==> src/rtl/irq_entry_pkg.sv <==
package irq_entry_pkg;
  typedef enum logic [1:0] {
    ENT_NONE  = 2'd0,
    ENT_RESET = 2'd1,
    ENT_NMI   = 2'd2,
    ENT_IRQ   = 2'd3
  } entry_kind_e;
endpackage

==> src/rtl/irq_nmi_tracker.sv <==
module irq_nmi_tracker (
  input  logic clk_i,
  input  logic rst_ni,
  input  logic nmi_i,
  input  logic clear_i,
  output logic req_o
);
  logic nmi_q, pend_q, edge_w;

  assign edge_w = nmi_i & ~nmi_q;
  assign req_o  = pend_q | edge_w;

  always_ff @(posedge clk_i or negedge rst_ni) begin
    if (!rst_ni) begin
      nmi_q  <= 1'b0;
      pend_q <= 1'b0;
    end else begin
      nmi_q  <= nmi_i;
      pend_q <= clear_i ? 1'b0 : (pend_q | edge_w);
    end
  end

  p_pend_hold_r4: assert property (@(posedge clk_i) disable iff (!rst_ni)
    (pend_q && !clear_i) |=> pend_q);
  p_no_level_retrigger_r11: assert property (@(posedge clk_i) disable iff (!rst_ni)
    (!pend_q && nmi_q && nmi_i) |=> !pend_q);
endmodule

==> src/rtl/irq_prio_pick.sv <==
module irq_prio_pick #(
  parameter int N     = 6,
  parameter int IDX_W = (N > 1) ? $clog2(N) : 1
) (
  input  logic [N-1:0]     req_i,
  output logic             any_o,
  output logic [IDX_W-1:0] idx_o
);
  logic [N:0]   seen;
  logic [N-1:0] grant;

  assign seen[0] = 1'b0;
  for (genvar i = 0; i < N; i++) begin : g_chain
    assign grant[i]  = req_i[i] & ~seen[i];
    assign seen[i+1] = seen[i] | req_i[i];
  end
  assign any_o = seen[N];

  always_comb begin
    idx_o = '0;
    for (int i = 0; i < N; i++)
      if (grant[i]) idx_o = IDX_W'(i);
  end

  p_grant_onehot_r8: assert property (@(req_i) 1'b1 |-> $onehot0(grant))
    else $error("grant not one-hot");
endmodule

==> src/rtl/irq_entry_calc.sv <==
module irq_entry_calc
  import irq_entry_pkg::*;
#(
  parameter int              XLEN      = 32,
  parameter int              N_IRQ     = 6,
  parameter int              IDX_W     = 3,
  parameter int              NP_BIT    = 7,
  parameter int              EP_BIT    = 6,
  parameter int              ID_BIT    = 5,
  parameter logic [XLEN-1:0] RESET_PSW = 'h20,
  parameter logic [XLEN-1:0] NMI_VEC   = 'h10,
  parameter logic [XLEN-1:0] NMI_CODE  = 'h10,
  parameter logic [XLEN-1:0] VEC_BASE  = 'h80,
  parameter logic [XLEN-1:0] VEC_STEP  = 'h10
) (
  input  entry_kind_e      kind_i,
  input  logic [IDX_W-1:0] idx_i,
  input  logic [XLEN-1:0]  psw_i,
  input  logic [XLEN-1:0]  cause_i,
  output logic [XLEN-1:0]  target_o,
  output logic [XLEN-1:0]  psw_o,
  output logic [XLEN-1:0]  cause_o
);
  localparam int HALF = XLEN / 2;
  logic [XLEN-1:0] irq_vec;

  assign irq_vec = VEC_BASE + XLEN'(idx_i) * VEC_STEP;

  always_comb begin
    target_o = '0;
    psw_o    = '0;
    cause_o  = '0;
    unique case (kind_i)
      ENT_RESET: psw_o = RESET_PSW;
      ENT_NMI: begin
        target_o         = NMI_VEC;
        psw_o            = psw_i;
        psw_o[NP_BIT]    = 1'b1;
        psw_o[ID_BIT]    = 1'b1;
        psw_o[EP_BIT]    = 1'b0;
        cause_o          = {{(XLEN-HALF){1'b0}}, cause_i[HALF-1:0]} | NMI_CODE;
      end
      ENT_IRQ: begin
        target_o      = irq_vec;
        psw_o         = psw_i;
        psw_o[ID_BIT] = 1'b1;
        psw_o[EP_BIT] = 1'b0;
        cause_o       = {cause_i[XLEN-1:HALF], irq_vec[HALF-1:0]};
      end
      default: ;
    endcase
  end
endmodule

==> src/rtl/irq_entry_ctrl.sv <==
module irq_entry_ctrl
  import irq_entry_pkg::*;
#(
  parameter int              XLEN      = 32,
  parameter int              N_IRQ     = 6,
  parameter int              NP_BIT    = 7,
  parameter int              EP_BIT    = 6,
  parameter int              ID_BIT    = 5,
  parameter logic [XLEN-1:0] RESET_PSW = 'h20,
  parameter logic [XLEN-1:0] NMI_VEC   = 'h10,
  parameter logic [XLEN-1:0] NMI_CODE  = 'h10,
  parameter logic [XLEN-1:0] VEC_BASE  = 'h80,
  parameter logic [XLEN-1:0] VEC_STEP  = 'h10
) (
  input  logic             clk_i,
  input  logic             rst_ni,
  input  logic             hw_reset_i,
  input  logic             nmi_i,
  input  logic [N_IRQ-1:0] irq_i,
  input  logic [XLEN-1:0]  pc_i,
  input  logic [XLEN-1:0]  psw_i,
  input  logic [XLEN-1:0]  cause_i,
  output logic             redirect_o,
  output logic [XLEN-1:0]  target_o,
  output logic [XLEN-1:0]  psw_o,
  output logic [XLEN-1:0]  cause_o,
  output logic             nmi_save_we_o,
  output logic [XLEN-1:0]  nmi_save_pc_o,
  output logic [XLEN-1:0]  nmi_save_psw_o,
  output logic             irq_save_we_o,
  output logic [XLEN-1:0]  irq_save_pc_o,
  output logic [XLEN-1:0]  irq_save_psw_o
);
  localparam int IDX_W = (N_IRQ > 1) ? $clog2(N_IRQ) : 1;

  entry_kind_e      kind;
  logic             nmi_req, irq_any;
  logic [IDX_W-1:0] irq_idx;
  logic [XLEN-1:0]  nx_target, nx_psw, nx_cause;

  irq_nmi_tracker u_nmi (
    .clk_i   (clk_i),
    .rst_ni  (rst_ni),
    .nmi_i   (nmi_i),
    .clear_i (kind == ENT_NMI || kind == ENT_RESET),
    .req_o   (nmi_req)
  );

  irq_prio_pick #(.N(N_IRQ), .IDX_W(IDX_W)) u_pick (
    .req_i (irq_i),
    .any_o (irq_any),
    .idx_o (irq_idx)
  );

  // the strobe cycle is blind: psw_i still holds the pre-entry value
  always_comb begin
    kind = ENT_NONE;
    if (!redirect_o) begin
      if (hw_reset_i)                                 kind = ENT_RESET;
      else if (nmi_req && !psw_i[NP_BIT])             kind = ENT_NMI;
      else if (irq_any && !psw_i[NP_BIT] && !psw_i[ID_BIT]) kind = ENT_IRQ;
    end
  end

  irq_entry_calc #(
    .XLEN(XLEN), .N_IRQ(N_IRQ), .IDX_W(IDX_W),
    .NP_BIT(NP_BIT), .EP_BIT(EP_BIT), .ID_BIT(ID_BIT),
    .RESET_PSW(RESET_PSW), .NMI_VEC(NMI_VEC), .NMI_CODE(NMI_CODE),
    .VEC_BASE(VEC_BASE), .VEC_STEP(VEC_STEP)
  ) u_calc (
    .kind_i   (kind),
    .idx_i    (irq_idx),
    .psw_i    (psw_i),
    .cause_i  (cause_i),
    .target_o (nx_target),
    .psw_o    (nx_psw),
    .cause_o  (nx_cause)
  );

  always_ff @(posedge clk_i or negedge rst_ni) begin
    if (!rst_ni) begin
      redirect_o     <= 1'b0;
      target_o       <= '0;
      psw_o          <= '0;
      cause_o        <= '0;
      nmi_save_we_o  <= 1'b0;
      nmi_save_pc_o  <= '0;
      nmi_save_psw_o <= '0;
      irq_save_we_o  <= 1'b0;
      irq_save_pc_o  <= '0;
      irq_save_psw_o <= '0;
    end else begin
      redirect_o     <= (kind != ENT_NONE);
      target_o       <= nx_target;
      psw_o          <= nx_psw;
      cause_o        <= nx_cause;
      nmi_save_we_o  <= (kind == ENT_NMI);
      nmi_save_pc_o  <= (kind == ENT_NMI) ? pc_i  : '0;
      nmi_save_psw_o <= (kind == ENT_NMI) ? psw_i : '0;
      irq_save_we_o  <= (kind == ENT_IRQ);
      irq_save_pc_o  <= (kind == ENT_IRQ) ? pc_i  : '0;
      irq_save_psw_o <= (kind == ENT_IRQ) ? psw_i : '0;
    end
  end

  p_reset_entry_r1: assert property (@(posedge clk_i) disable iff (!rst_ni)
    (hw_reset_i && !redirect_o) |=> (redirect_o && target_o == '0 && psw_o == RESET_PSW
                                      && !nmi_save_we_o && !irq_save_we_o));
  p_nmi_blocked_r4: assert property (@(posedge clk_i) disable iff (!rst_ni)
    psw_i[NP_BIT] |=> !nmi_save_we_o);
  p_irq_masked_r5: assert property (@(posedge clk_i) disable iff (!rst_ni)
    (psw_i[NP_BIT] || psw_i[ID_BIT]) |=> !irq_save_we_o);
  p_nmi_over_irq_r8: assert property (@(posedge clk_i) disable iff (!rst_ni)
    (!redirect_o && !hw_reset_i && nmi_req && !psw_i[NP_BIT]) |=> nmi_save_we_o);
  p_no_back_to_back_r9: assert property (@(posedge clk_i) disable iff (!rst_ni)
    redirect_o |=> !redirect_o);
  p_save_with_strobe_r9: assert property (@(posedge clk_i) disable iff (!rst_ni)
    (nmi_save_we_o || irq_save_we_o) |-> (redirect_o && $countones({nmi_save_we_o, irq_save_we_o}) == 1));
  p_nmi_target_r2: assert property (@(posedge clk_i) disable iff (!rst_ni)
    nmi_save_we_o |-> (target_o == NMI_VEC && psw_o[NP_BIT] && psw_o[ID_BIT] && !psw_o[EP_BIT]));
endmodule

==> config.mk <==
export PLATFORM = sky130hd
export DESIGN_NAME = irq_entry_ctrl
export DESIGN_NICKNAME = d
export VERILOG_FILES = /design/src/rtl/irq_entry_pkg.sv /design/src/rtl/irq_nmi_tracker.sv /design/src/rtl/irq_prio_pick.sv /design/src/rtl/irq_entry_calc.sv /design/src/rtl/irq_entry_ctrl.sv
export SDC_FILE = /design/constraint.sdc
export NUM_CORES = 1
export LEC_CHECK = 0
export BUFFER_PORTS_ARGS = -buffer_cell sky130_fd_sc_hd__buf_4
export CAP_MARGIN = 20
export CORE_MARGIN = 2
export CORE_UTILIZATION = 35
export DETAILED_ROUTE_END_ITERATION = 10
export PLACE_DENSITY_LB_ADDON = 0.12
export SLEW_MARGIN = 10
export SYNTH_ARGS = -nofsm -noshare
export SYNTH_HDL_FRONTEND = slang
export SYNTH_SLANG_ARGS = --single-unit
export TNS_END_PERCENT = 1
==> constraint.sdc <==
create_clock -name clk_i -period 4.2 [get_ports clk_i]
set_clock_uncertainty 0.1 [all_clocks]
set_input_delay 0.63 -clock clk_i [delete_from_list [all_inputs] [get_ports clk_i]]
set_output_delay 0.63 -clock clk_i [all_outputs]
set_load 0.03 [all_outputs]
Word level (Yosys, flattened, before mapping)
Index checks and enable logic that the tools add are counted.
- output and inout port bits: 227
- input bits: 106
- logic and storage cells: 58
- register bits after elaboration: 229
- eq/ne operators: 3
- bitwise logic cells: 18
- reduce and logical (&&, ||, !) cells: 7
- mux-type cells: 17
- add/sub/neg operators: 1
- operators by type and width (kind ; count):
    two-way mux 32 bit ; 4
    case mux 32 bit (2 select lines) ; 2
    case mux 32 bit (3 select lines) ; 1
    two-way mux 3 bit ; 4
    adder 8 x 7 -> 9 bit, first input constant ; 1
    two-way mux 2 bit ; 4
    bitwise AND 1 bit ; 6
    inverter 1 bit ; 6
    OR 1 bit ; 6
    equality test 2 bit, second input constant ; 2
    logical AND 1 bit ; 3
    equality test 2 x 1 -> 1 bit, second input constant ; 1
    zero test 1 bit ; 2
    two-way mux 1 bit ; 2
    nonzero test 2 bit ; 1
    logical OR 1 bit ; 1

Depth between registers and ports, before layout
Gate-level depths: netlist of the first run.
- word-level depth: 14
- gate-level depth with buffers: 9
- gate-level depth less buffers: 7

By module
From an unflattened synthesis of the first run, not the netlist that was laid out.
- cell total of the unflattened synthesis: 510
- area total of the unflattened synthesis: 7638.6 um^2
- by module, submodules not included (module ; times used ; area an instance (um^2) ; cells an instance ; sequential area each (um^2)):
    irq_entry_ctrl ; 1 ; 6752.7 ; 382 ; 5680.4
    irq_entry_calc ; 1 ; 748.2 ; 112 ; 0.0
    irq_nmi_tracker ; 1 ; 80.1 ; 6 ; 50.0
    irq_prio_pick ; 1 ; 57.6 ; 10 ; 0.0

Worst setup path before layout of the first run
OpenSTA, ideal clock, no wires.
- path kind: input-to-reg
- start point: input irq_i[3]
- end point: register psw_o[10]
- setup time: 0.130 ns
- cell stages on the path: 9
- setup slack: 1.671 ns
- required time: 3.970 ns
- arrival: 2.299 ns
- buffers on the path: 2
- cells stage by stage: nor4_2 a21oi_2 o21a_1 ha_1 and3_1 a31oi_1 buf_2 buf_2 a21boi_0
- cells in the longest elaborated chain, start to end: 11
- elaborated cells on any way between the ends: 13
- classes of those cells: eq/ne: 3; mux: 5; bitwise: 3; reduce/logical: 2
- ends and longest elaborated chain (what ; line ; source):
    start: declaration ; irq_entry_ctrl.sv:19 ; input logic [N_IRQ-1:0] irq_i,
    OR 1 bit (*) (3 in series) ; irq_prio_pick.sv:15 ; assign seen[i+1] = seen[i] | req_i[i];
    logical AND 1 bit (*) (2 in series) ; irq_entry_ctrl.sv:61 ; else if (irq_any && !psw_i[NP_BIT] && !psw_i[ID_BIT]) kind = ENT_IRQ;
    two-way mux 2 bit (*) ; irq_entry_ctrl.sv:61 ;
    two-way mux 2 bit (*) ; irq_entry_ctrl.sv:60 ; else if (nmi_req && !psw_i[NP_BIT]) kind = ENT_NMI;
    two-way mux 2 bit (*) ; irq_entry_ctrl.sv:59 ; if (hw_reset_i) kind = ENT_RESET;
    two-way mux 2 bit (*) ; irq_entry_ctrl.sv:58 ; if (!redirect_o) begin
    equality test 2 bit or equality test 2 x 1 -> 1 bit (tied branches) ; irq_entry_calc.sv:33 ; unique case (kind_i)
    case mux 32 bit (3 select lines) (*) ; irq_entry_calc.sv:33 ;
    net nx_psw[10] ; irq_entry_ctrl.sv:39 ; logic [XLEN-1:0] nx_target, nx_psw, nx_cause;
    end signal: assignment ; irq_entry_ctrl.sv:95 ; psw_o <= nx_psw;
    end: declaration ; irq_entry_ctrl.sv:25 ; output logic [XLEN-1:0] psw_o,
The timed path passes the listed nets; every way through them passes the cells marked *.

Worst setup path in the final report of the first run
- start point: input irq_i[3]
- end point: register psw_o[30]
Same word-level chain as after synthesis.

==> impl_summary.md, run 1 <==
Timing
Measured against its own limit, the worst slew margin works out to 45.0%. The hold violation total from the final report is 0. At the pin with the least slew margin, the transition time is 0.825 ns. Subtracting the final worst setup slack from the clock period gives 2.54 ns. For this run, the top clock speed supported by timing is 0.393 GHz. Hold is met by 0.167 ns. For the final routed database, the setup TNS stands at 0 ns.

Setup violations remaining at the end of the flow were counted as 0. The final max-slew violation count is 0. Setup repair after global routing left no endpoint under its margin. Of the available clock period, the critical path in the final layout requires 60.5%.

Floorplanning
The core footprint is 18800 µm². The vertical extent of the die is 143 µm. The overall die width is 143 µm. For this design the top-level I/O count stands at 333. For this configuration, the core starts out at a cell density of 36.0%. In this run the core area contains 50 standard-cell rows. The die covers 20500 µm².

Power
The leakage power is 0.00537 µW. The power per cell area is 421 nW/µm². Across the VDD grid, the largest voltage drop is 0.275 mV.

Synthesis
For this run, the register share of the synthesized area comes to 73.1%. For this run, the number of Yosys warnings is 0. The number of distinct library cells after synthesis is 31.

After Yosys synthesis, full adders, half adders and majority gates account for 0.369% of the synthesized area. Synthesis produced a netlist whose cell count is 475. Sorting the synthesized cells by area gives the leading types as sky130_fd_sc_hd__dfrtp_1, sky130_fd_sc_hd__and2_1, sky130_fd_sc_hd__buf_4, sky130_fd_sc_hd__a21boi_0, sky130_fd_sc_hd__buf_6. The dominant combinational cell family by area after synthesis is simple AND/OR/NAND/NOR gates.

Summing every instance area after synthesis gives 6780 µm². The synthesized netlist devotes 4.39% of its cell area to compound gates. After synthesis, the share of cell area in mux cells is 0%. The mean instance size in the synthesized netlist is 14.3 µm². The cell type contributing the most total cell area after synthesis is sky130_fd_sc_hd__dfrtp_1.

The synthesized design contains 198 register bits. Of the total synthesized cell area, the portion taken by XOR and XNOR cells is 0%. Of the total synthesized cell area, the portion taken by AND, OR, NAND and NOR gates is 16.1%. Summed over its instances, the top area cell type makes up 73.1% of the synthesized netlist area.

Cells and area
In the final layout, the share of cells above drive strength 1 is 43.5%. The fill cell instance count of the final layout is 1655. The commonest non-fill, non-tap cell in the layout is sky130_fd_sc_hd__buf_4. The layout overhead on the synthesized area is 43.8%.

The library cells used most frequently in the layout, excluding fill and tap cells, are sky130_fd_sc_hd__buf_4, sky130_fd_sc_hd__dfrtp_1, sky130_fd_sc_hd__and2_1. The final core area utilization is 51.8%. The antenna diode instance count is 0. The final net count is 885.

Worst setup path
Counting cells, the worst reg-to-reg path comes to 4. The required time of the critical path is 4.43 ns. The type of the worst setup path is input port to flop. The type of destination of the critical path is a flop.

STA classifies the critical path startpoint as an input port. The worst endpoint data arrival time is 2.78 ns. In this run the worst path has a maximum fanout of 34.

GRT
The number of antenna violations at the first check in global routing is 0. The first global-routing pass estimated 25.7 mm of wire. The total overflow left after global routing is 0.

The via count of the first global-routing pass is 4557. Global routing used 16.8% of the available tracks across all layers. Entering global routing, the biggest net connects 106 pins.

Clock network
TritonCTS built the clock tree. CTS placed an instance of sky130_fd_sc_hd__clkbuf_16 at the clock tree root. CTS built an H-tree with a depth of 4. The tree built by TritonCTS fans out to 198 sinks. Hold repair after CTS inserted 0 buffers. Once the clock tree was built, the setup fixing pass inserted 0 buffers. After clock tree synthesis, the repair step resized 0 gates. The clock reaches the later pin of the worst-skew pair after 0.42 ns.

The number of buffers on the longest clock path is 2. The clock-pin slew reported for the worst setup and hold paths after clock tree synthesis is 0.07 ns. Buffers inserted during clock tree synthesis total 17.

Detailed routing
After detailed routing, the total wire length is 17.2 mm. The count of unresolved DRC violations after routing is 0. The number of DRC markers after the initial detailed-route iteration is 107. The post-detailed-route wirelength per cell is 16.4 µm. The average via count per standard cell is 4.25. The length of the first detailed-routing pass in iterations is 4. The detail route stage leaves a number of antenna-violating nets equal to 0. The detailed router placed 4463 vias in this run.

Placed design
The number of I/O port buffers is 302. The weighted congestion reported at the end of routability-driven placement is 0.723. The HPWL after detailed placement is 12.0 mm.

Min path
The path class of the tightest hold or removal check is input port to async pin.

Outcome
The flow ran to the end, and the final reports show no timing, DRC or antenna violations.

Flow run
The tool flagged a number of max-cap violations equal to 0.
## routing by layer
metal  global-route usage [%]  share of wire (%)  up-vias
li1                         -                  -     2019
met2                     27.8                 50      210
met3                     6.91                 10       20
met1                     19.9                 38     2214
met4                     5.21                1.4        0
met5                        0                  0        -
## synthesized netlist by cell type
cell type / instances
sky130_fd_sc_hd__clkbuf_1: 8
sky130_fd_sc_hd__nor2_1: 4
sky130_fd_sc_hd__nor3_1: 2
sky130_fd_sc_hd__inv_1: 4
sky130_fd_sc_hd__nand3b_1: 1
sky130_fd_sc_hd__nor2b_1: 1
sky130_fd_sc_hd__dfrtp_1: 198
sky130_fd_sc_hd__a21oi_1: 3
sky130_fd_sc_hd__and2_1: 157
sky130_fd_sc_hd__ha_1: 2
sky130_fd_sc_hd__nand2_1: 4
sky130_fd_sc_hd__o21a_1: 1
sky130_fd_sc_hd__a21o_1: 2
sky130_fd_sc_hd__a21boi_1: 7
sky130_fd_sc_hd__a21oi_2: 1
sky130_fd_sc_hd__o41ai_1: 1
sky130_fd_sc_hd__a21boi_0: 22
sky130_fd_sc_hd__a31oi_1: 1
sky130_fd_sc_hd__buf_4: 31
sky130_fd_sc_hd__nor3_2: 1
sky130_fd_sc_hd__and3_1: 2
sky130_fd_sc_hd__a32oi_1: 1
sky130_fd_sc_hd__buf_6: 8
sky130_fd_sc_hd__o21ai_0: 2
sky130_fd_sc_hd__nand3_4: 1
sky130_fd_sc_hd__clkbuf_2: 1
sky130_fd_sc_hd__buf_2: 5
sky130_fd_sc_hd__nor4_1: 1
sky130_fd_sc_hd__inv_4: 1
sky130_fd_sc_hd__conb_1: 1
sky130_fd_sc_hd__nor4_2: 1
## logic make-up after synthesis
logic type | count (synthesis)
other | 1
flip-flops | 198
buffers and inverters | 58
adder cells (fa/ha/maj) | 2
AND/OR/NAND/NOR | 175
AO/OA/AOI/OAI | 41
## worst max-delay path, stage by stage
cell                       delay [ns]
sky130_fd_sc_hd__buf_4           0.12
sky130_fd_sc_hd__nor4_2          0.35
sky130_fd_sc_hd__a21oi_2         0.18
sky130_fd_sc_hd__a32oi_1         0.29
sky130_fd_sc_hd__ha_2            0.24
sky130_fd_sc_hd__buf_4           0.32
sky130_fd_sc_hd__a31oi_2         0.13
sky130_fd_sc_hd__buf_4           0.27
sky130_fd_sc_hd__a21boi_0        0.22
## worst paths after layout
check                           startpoint               end  slack (ns)
worst max-delay path              irq_i[3]         psw_o[30]        1.66
worst max register to register    psw_o[5]  irq_save_pc_o[8]        1.72
worst min register to register    psw_o[5]          psw_o[5]        0.49
min in group clk_i                   nmi_i       u_nmi.nmi_q        0.23
max in group asynchronous           rst_ni  nmi_save_pc_o[5]        2.78
worst min-delay path                rst_ni  irq_save_pc_o[0]        0.17
## through the flow
step           instance area, µm²  std cells  total power [µW]  worst slack [ns]
2_1_floorplan                6890        505              2290              1.67
3_3_place_gp                 9160       1018              2520              1.28
3_5_place_dp                 9160       1018              2530              1.15
4_1_cts                      9750       1050              4170              1.64
5_1_grt                      9750       1050              4290              1.47
6_report                     9750       1050              4110              1.66
## layout make-up
cell class | count | area, µm² | area share, %
flip-flops and latches | 198 | 4950 | 50.8
repair buffers | 306 | 2320 | 23.8
multi-input cells | 249 | 1540 | 15.8
clock buffers | 20 | 457 | 4.68
well taps | 260 | 325 | 3.34
clock inverters | 12 | 134 | 1.37
inverters | 5 | 21.3 | 0.218
## flip-flops by register name, indices dropped and copies added, names as in the netlist, 3 cells and up
| name | count |
|---|---|
| nmi_save_pc_o | 32 |
| irq_save_pc_o | 32 |
| target_o | 3 |
| irq_save_psw_o | 32 |
| nmi_save_psw_o | 32 |
| cause_o | 32 |
| psw_o | 31 |
## where the power goes
group / switching (µW) / leakage [µW] / total (µW) / internal, µW
registers: 21.2 / 0.00274 / 1990 / 1970
logic: 314 / 0.00235 / 494 / 180
clock network: 750 / 0.000285 / 1620 / 873
total: 1090 / 0.00537 / 4110 / 3020
No activity file was read; power rests on OpenSTA's default activity.
==> run 2, diff against run 1 <==
==> constraint.sdc (replaced) <==
create_clock -name clk_i -period 2.11 [get_ports clk_i]
set_clock_uncertainty 0.1 [all_clocks]
set_input_delay 0.3165 -clock clk_i [delete_from_list [all_inputs] [get_ports clk_i]]
set_output_delay 0.3165 -clock clk_i [all_outputs]
set_load 0.03 [all_outputs]
==> run 2 against run 1 <==
Compared with the run above:
- register-to-register slack worse by 1.6 ns
- critical path depth is 2 lower
- die area stayed put
- non-clock buffer count is 91 higher
- flip-flop and latch count stayed put
- largest power group unchanged
==> impl_summary.md, run 2 (same netlist as run 1, synthesis figures left out) <==
GRT
The total track usage is 17.9%. Summed over all layers, the global routing overflow is 0. The pin count of the biggest net entering global routing is 81. The number of antenna violations at the first check in global routing is 0.

The global-route wire length before repair is 28.0 mm. The via count of the first global-routing pass is 5208.

Timing
Setup violations remaining at the end of the flow were counted as 0. The measured slew at the worst slew-check pin is 0.527 ns. The final max-slew violation count was 0.

The worst path in the final design needs a cycle of 1.99 ns, including I/O delays and setup. The hold violation total from the final report came to 0. Based on the critical path, the design can be clocked at up to 0.502 GHz. The smallest hold slack is 0.0180 ns. The final critical-path share of the clock period is 94.4%. The worst slew slack as a fraction of its limit is 64.9%.

Min path
The path with the worst hold slack has its endpoint at nmi_save_psw_o[3]. The worst hold path begins at psw_i[3]. Along the worst hold path, the cell count comes to 2. The type of the tightest min-delay check is input port to flop.

Detailed routing
The routed design has 18.4 mm of wire. The via total after detailed routing is 4835. The average via count per standard cell is 4.24. The post-detailed-route wirelength per cell is 16.1 µm. The detailed router finished its first iteration with 156 violations. The count of unresolved DRC violations after routing is 0. For this run, the detailed router's first-pass iteration total came to 4. In this run the remaining antenna-violating nets after routing total 0.

Clock network
The number of buffers created by CTS is 17. Counting every sink on the clock net gives 198. The later pin in the worst-skew pair is clocked with a latency of 0.42 ns. The cell sitting at the root of the clock tree is a sky130_fd_sc_hd__clkbuf_16. The clock passes through at most 2 buffers.

The clock-pin slew reported for the worst setup and hold paths after clock tree synthesis is 0.07 ns. The number of setup buffers added after CTS is 0. The H-tree depth is 4. The CTS tree is built.

Cells and area
Once layout is done, the placed cells without fillers occupy 10700 µm². The area growth from synthesis to layout is 57.3%. The layout has 1578 filler cells. The library cell used most frequently in the layout, excluding fill and tap cells, is sky130_fd_sc_hd__buf_4. After the flow finishes, the layout carries non-filler instances totaling 1141. The final net count is 976.

The share of cells above drive strength 1 is 41.1%. The library cells used most frequently in the layout, excluding fill and tap cells, are sky130_fd_sc_hd__buf_4, sky130_fd_sc_hd__dfrtp_1, sky130_fd_sc_hd__and2_1. The antenna diode instance count is 0.

Worst setup path
In this run the critical register-to-register path is captured at psw_o[18]. Along the worst path, the maximum fanout reaches 15. Measured in cells, the most critical reg-to-reg path has a length of 7. Across all register-to-register paths, the minimum setup slack is 0.12 ns. The worst endpoint data arrival time is 2.18 ns.

STA classifies the critical path startpoint as a flop. The required time of the critical path is 2.30 ns. The reg-to-reg startpoint is psw_o[5]. The worst setup path is captured at a flop. The worst setup path is of the flop to flop kind.

Floorplanning
The floorplan step defined a core boundary enclosing 18800 µm². The area of the die is 20500 µm². The number of top-level design ports is 333. The number of rows in the core area is 50. The overall die width is 143 µm. The vertical extent of the die is 143 µm. Once the floorplan was initialized, standard cells occupied 36.0% of the core.

Placed design
The congestion estimate from routability-driven global placement came to 0.787. In this run the cell area measured after placement is 9290 µm². The cell total after placement is 1033.

Input and output buffers added on the ports amount to 302. Once detailed placement completed, the half-perimeter wirelength came to 12.6 mm.

Flow run
Max-cap violations in this run came to 0.

Power
Power spread over the standard cell area amounts to 780 nW/µm². For this design the static power due to leakage is 0.00577 µW. The worst vdd rail ir drop is 0.533 mV. The overall power is 8320 µW.

Outcome
The flow ran to the end, and the final reports show no timing, DRC or antenna violations.
-- run 2: timing repair --
action,4_1_cts,5_1_grt
hold buffers,75,1
hold endpoints to repair,186,1
endpoints found under the setup margin,0,108
gates resized for setup,0,6
-- run 2: where the power goes --
part | switching (µW) | internal [µW] | total, µW
clock | 1480 | 1730 | 3210
combinational | 664 | 483 | 1150
sequential | 45.9 | 3910 | 3960
total | 2190 | 6130 | 8320
-- run 2: worst max path at each step --
stage	start	end	depth (start not counted)
detailed placement	irq_i[3]	psw_o[18]	9
finish	psw_o[5]	psw_o[18]	7
global placement	irq_i[3]	psw_o[9]	9
CTS	psw_o[5]	psw_o[18]	7
global route	u_nmi.nmi_q	psw_o[18]	8
floorplan	irq_i[3]	psw_o[10]	9
-- run 2: layout make-up --
class / instances / area, µm² / area share (%)
clock buffer: 19 / 453 / 4.25
clock inverter: 13 / 135 / 1.27
inverter: 5 / 23.8 / 0.223
multi-input combinational: 249 / 1560 / 14.7
sequential: 198 / 4960 / 46.5
tap: 260 / 325 / 3.05
timing repair buffer: 397 / 3210 / 30.1
-- run 2: per-stage QoR --
stage	util (%)	setup WS [ns]	setup TNS, ns
6_report	56.6	0.118	0
5_1_grt	56.6	-0.0187	-0.0656
3_5_place_dp	49.4	-0.240	-8.57
3_3_place_gp	49.4	-0.180	-5.55
2_1_floorplan	-	0.0149	0
4_1_cts	56.5	0.00170	0
-- run 2: layer usage --
layer / GRT usage (%) / vias to the layer above / wire, µm
li1: - / 2201 / -
met1: 20.8 / 2390 / 7060
met2: 30.2 / 211 / 9210
met3: 6.54 / 33 / 1620
met4: 7.09 / 0 / 473
met5: 0 / - / 0
-- run 2: worst max-delay path, cell delays in order, from the launching register on --
cell and delay [ns]:
sky130_fd_sc_hd__dfrtp_2 0.46, sky130_fd_sc_hd__nor2_2 0.17, sky130_fd_sc_hd__a32oi_1 0.17, sky130_fd_sc_hd__ha_2 0.22
sky130_fd_sc_hd__and3_1 0.20, sky130_fd_sc_hd__a31oi_4 0.21, sky130_fd_sc_hd__buf_6 0.20, sky130_fd_sc_hd__a21boi_0 0.11
==> run 3, diff against run 2 <==
--- a/config.mk
+++ b/config.mk
@@ -8,7 +8,7 @@
 export BUFFER_PORTS_ARGS = -buffer_cell sky130_fd_sc_hd__buf_4
 export CAP_MARGIN = 20
 export CORE_MARGIN = 2
-export CORE_UTILIZATION = 35
+export CORE_UTILIZATION = 40
 export DETAILED_ROUTE_END_ITERATION = 10
 export PLACE_DENSITY_LB_ADDON = 0.12
 export SLEW_MARGIN = 10
==> run 3 against run 2 <==
Compared with the run above:
- hold slack worse by 0.0063 ns
- sequential share of layout area up 0.43 points
- non-clock buffer count down 6
- sequential power about the same
- final cell count down 4.0%
- critical path depth unchanged
- first-iteration DRC count down 16%
- wire length down 5.2%
- count of clock-buffer cells in the layout up 2
- via count down 1.8%
- global-route usage up 1.7 points
- combinational power about the same
- critical endpoint is now psw_o[27]
==> impl_summary.md, run 3 (same netlist as run 1, synthesis figures left out) <==
Clock network
CTS built an H-tree with a depth of 4. TritonCTS built the clock tree. The clock insertion delay at the later pin of the skew report is 0.42 ns. The root buffer cell is sky130_fd_sc_hd__clkbuf_16. The number of setup buffers added after CTS is 0. Clock tree synthesis inserted a total of 17 buffers. The number of buffers on the longest clock path is 2. The total number of clock tree sinks is 198. The clock-pin slew reported for the worst setup and hold paths after clock tree synthesis is 0.07 ns.

Timing
The final max-slew violation count is 0. Across all hold checks on the routed design, the worst slack comes to 0.0117 ns. The measured slew at the worst slew-check pin is 0.712 ns.

The count of final setup violators is 0. The final period demand of the worst path is 1.93 ns. The hold violation total from the final report was 0. Setup repair after global routing left no endpoint under its margin. The final critical-path share of the clock period is 91.6%. Static timing analysis puts the maximum clock frequency at 0.518 GHz. The worst slew slack as a fraction of its limit is 52.5%.

Cells and area
The layout overhead on the synthesized area is 55.8%. Cells with a size suffix above 1 make up 40.7% of the layout. The final net count is 970. The number of standard cells in the layout, taps in and fillers out is 1095. The final core area utilization is 63.7%. Leaving out fill and tap cells, the most frequent cell in the layout is sky130_fd_sc_hd__buf_4. The antenna diode instance count is 0. In the layout the commonest cells are sky130_fd_sc_hd__buf_4, sky130_fd_sc_hd__dfrtp_1, sky130_fd_sc_hd__and2_1.

Detailed routing
The detail route stage leaves a number of antenna-violating nets equal to 0. The count of unresolved DRC violations after routing is 0. Using the TritonRoute via totals, the vias-per-cell ratio works out to 4.34. The via total after detailed routing is 4749. The first routing iteration left 131 violations. The length of the first detailed-routing pass in iterations is 4. Summed over all layers, the routed wires come to 17.4 mm. The post-detailed-route wirelength per cell is 15.9 µm.

GRT
The global-route wire length before repair is 26.8 mm. The via count of the first global-routing pass is 5019. The total track usage is 19.7%. Entering global routing, the biggest net connects 81 pins. Global routing finished with a remaining overflow of 0. The number of antenna violations at the first check in global routing came to 0.

Worst setup path
STA classifies the critical path startpoint as a flop. The worst setup path is captured at a flop. For the worst setup path, the data required time is 2.30 ns. The type of the worst setup path is flop to flop. Of all nets on the critical path, the largest fanout is 29.

Counting cells, the worst reg-to-reg path comes to 7. Data arrives at the worst endpoint at 2.12 ns.

Min path
The count of cells along the worst hold path is 2. The type of the tightest min-delay check is input port to flop.

Power
The power per cell area is 777 nW/µm². IR analysis of the VDD net gives a maximum drop of 0.489 mV. Per report_power, the clock group accounts for 37.9% of the total.

Of the total power, the share spent switching nets is 25.9%. Combinational logic is responsible for 13.9% of the overall power. In this run the static leakage power is 0.00574 µW. The analysis attributes to net switching a power of 2130 µW. Per report_power, the sequential group accounts for 48.2% of the total. The internal cell power is 6090 µW.

Floorplanning
The vertical extent of the die is 134 µm. The initial utilization of the core area, before any placement, comes to 40.9%. The number of rows in the core area is 47. The core footprint is 16600 µm². From left edge to right edge, the die measures 134 µm.

The number of top-level design ports is 333. The area of the die is 18000 µm².

Flow run
Max-cap violations in this run came to 0.

Placed design
The weighted congestion reported at the end of routability-driven placement is 0.749. Buffers placed on the I/O ports in this run total 302. The post-detailed-placement half-perimeter wirelength is 12.1 mm. The cell total after placement is 992.

Outcome
The flow ran to the end, and the final reports show no timing, DRC or antenna violations.
[run 3: changes by cell type in the layout (fill, tap and decap cells not counted), sizes merged]
cell,change
inv,-2
dlygate4sd3,-5
buf,-1
clkbuf,+2
clkinv,-1
clkinvlp,+1
[run 3: cell type report]
type | count | area (µm²)
clock buffers | 21 | 450
clock inverters | 11 | 118
fillers | 1297 | 6020
inverters | 5 | 21.3
multi-input cells | 249 | 1550
flip-flops and latches | 198 | 4950
well taps | 220 | 275
repair buffers | 391 | 3190
[run 3: through the flow]
stage / TNS [ns] / total power, µW / setup WS (ns) / instance area (µm²)
floorplan: 0 / 4570 / 0.0149 / 6910
global placement: -2.90 / 5060 / -0.0824 / 9290
detailed placement: -7.16 / 5070 / -0.164 / 9290
CTS: 0 / 8290 / 0.149 / 10600
global route: 0 / 8530 / 0.0368 / 10600
finish: 0 / 8210 / 0.178 / 10600
[run 3: final timing paths]
kind / to / slack, ns / from
max in group asynchronous: psw_o[18] / 1.01 / rst_ni
hold / removal: cause_o[10] / 0.01 / cause_i[10]
min in group asynchronous: irq_save_psw_o[7] / 0.32 / rst_ni
setup reg to reg: psw_o[27] / 0.18 / psw_o[5]
setup / recovery: psw_o[27] / 0.18 / psw_o[5]
hold reg to reg: psw_o[5] / 0.49 / psw_o[5]
[run 3: critical path, cell delays in order (launching register included)]
cell                       delay (ns)
sky130_fd_sc_hd__dfrtp_1         0.45
sky130_fd_sc_hd__nor2_1          0.18
sky130_fd_sc_hd__a32oi_1         0.15
sky130_fd_sc_hd__ha_2            0.22
sky130_fd_sc_hd__and3_1          0.18
sky130_fd_sc_hd__a31oi_2         0.20
sky130_fd_sc_hd__buf_12          0.22
sky130_fd_sc_hd__a21boi_0        0.11
[run 3: power groups by stage]
stage | Clock [µW] | Sequential [µW] | Combinational, µW
floorplan | 0 | 4270 | 293
global placement | 0 | 4030 | 1030
detailed placement | 0 | 4030 | 1040
CTS | 3180 | 3960 | 1150
global route | 3340 | 3970 | 1220
finish | 3110 | 3960 | 1140
[run 3: repair_timing]
| item | CTS | global route |
|---|---|---|
| hold buffers | 71 | 0 |
| hold endpoints to repair | 137 | 0 |
| resized for setup | 0 | 0 |
[run 3: metal layers]
metal  vias up  GRT usage [%]  part of all wire (%)
met4         0           7.66                   2.7
met5         -              0                     0
met3        31           6.80                   8.6
met2       212           34.0                    51
li1       2193              -                     -
met1      2313           22.4                    38
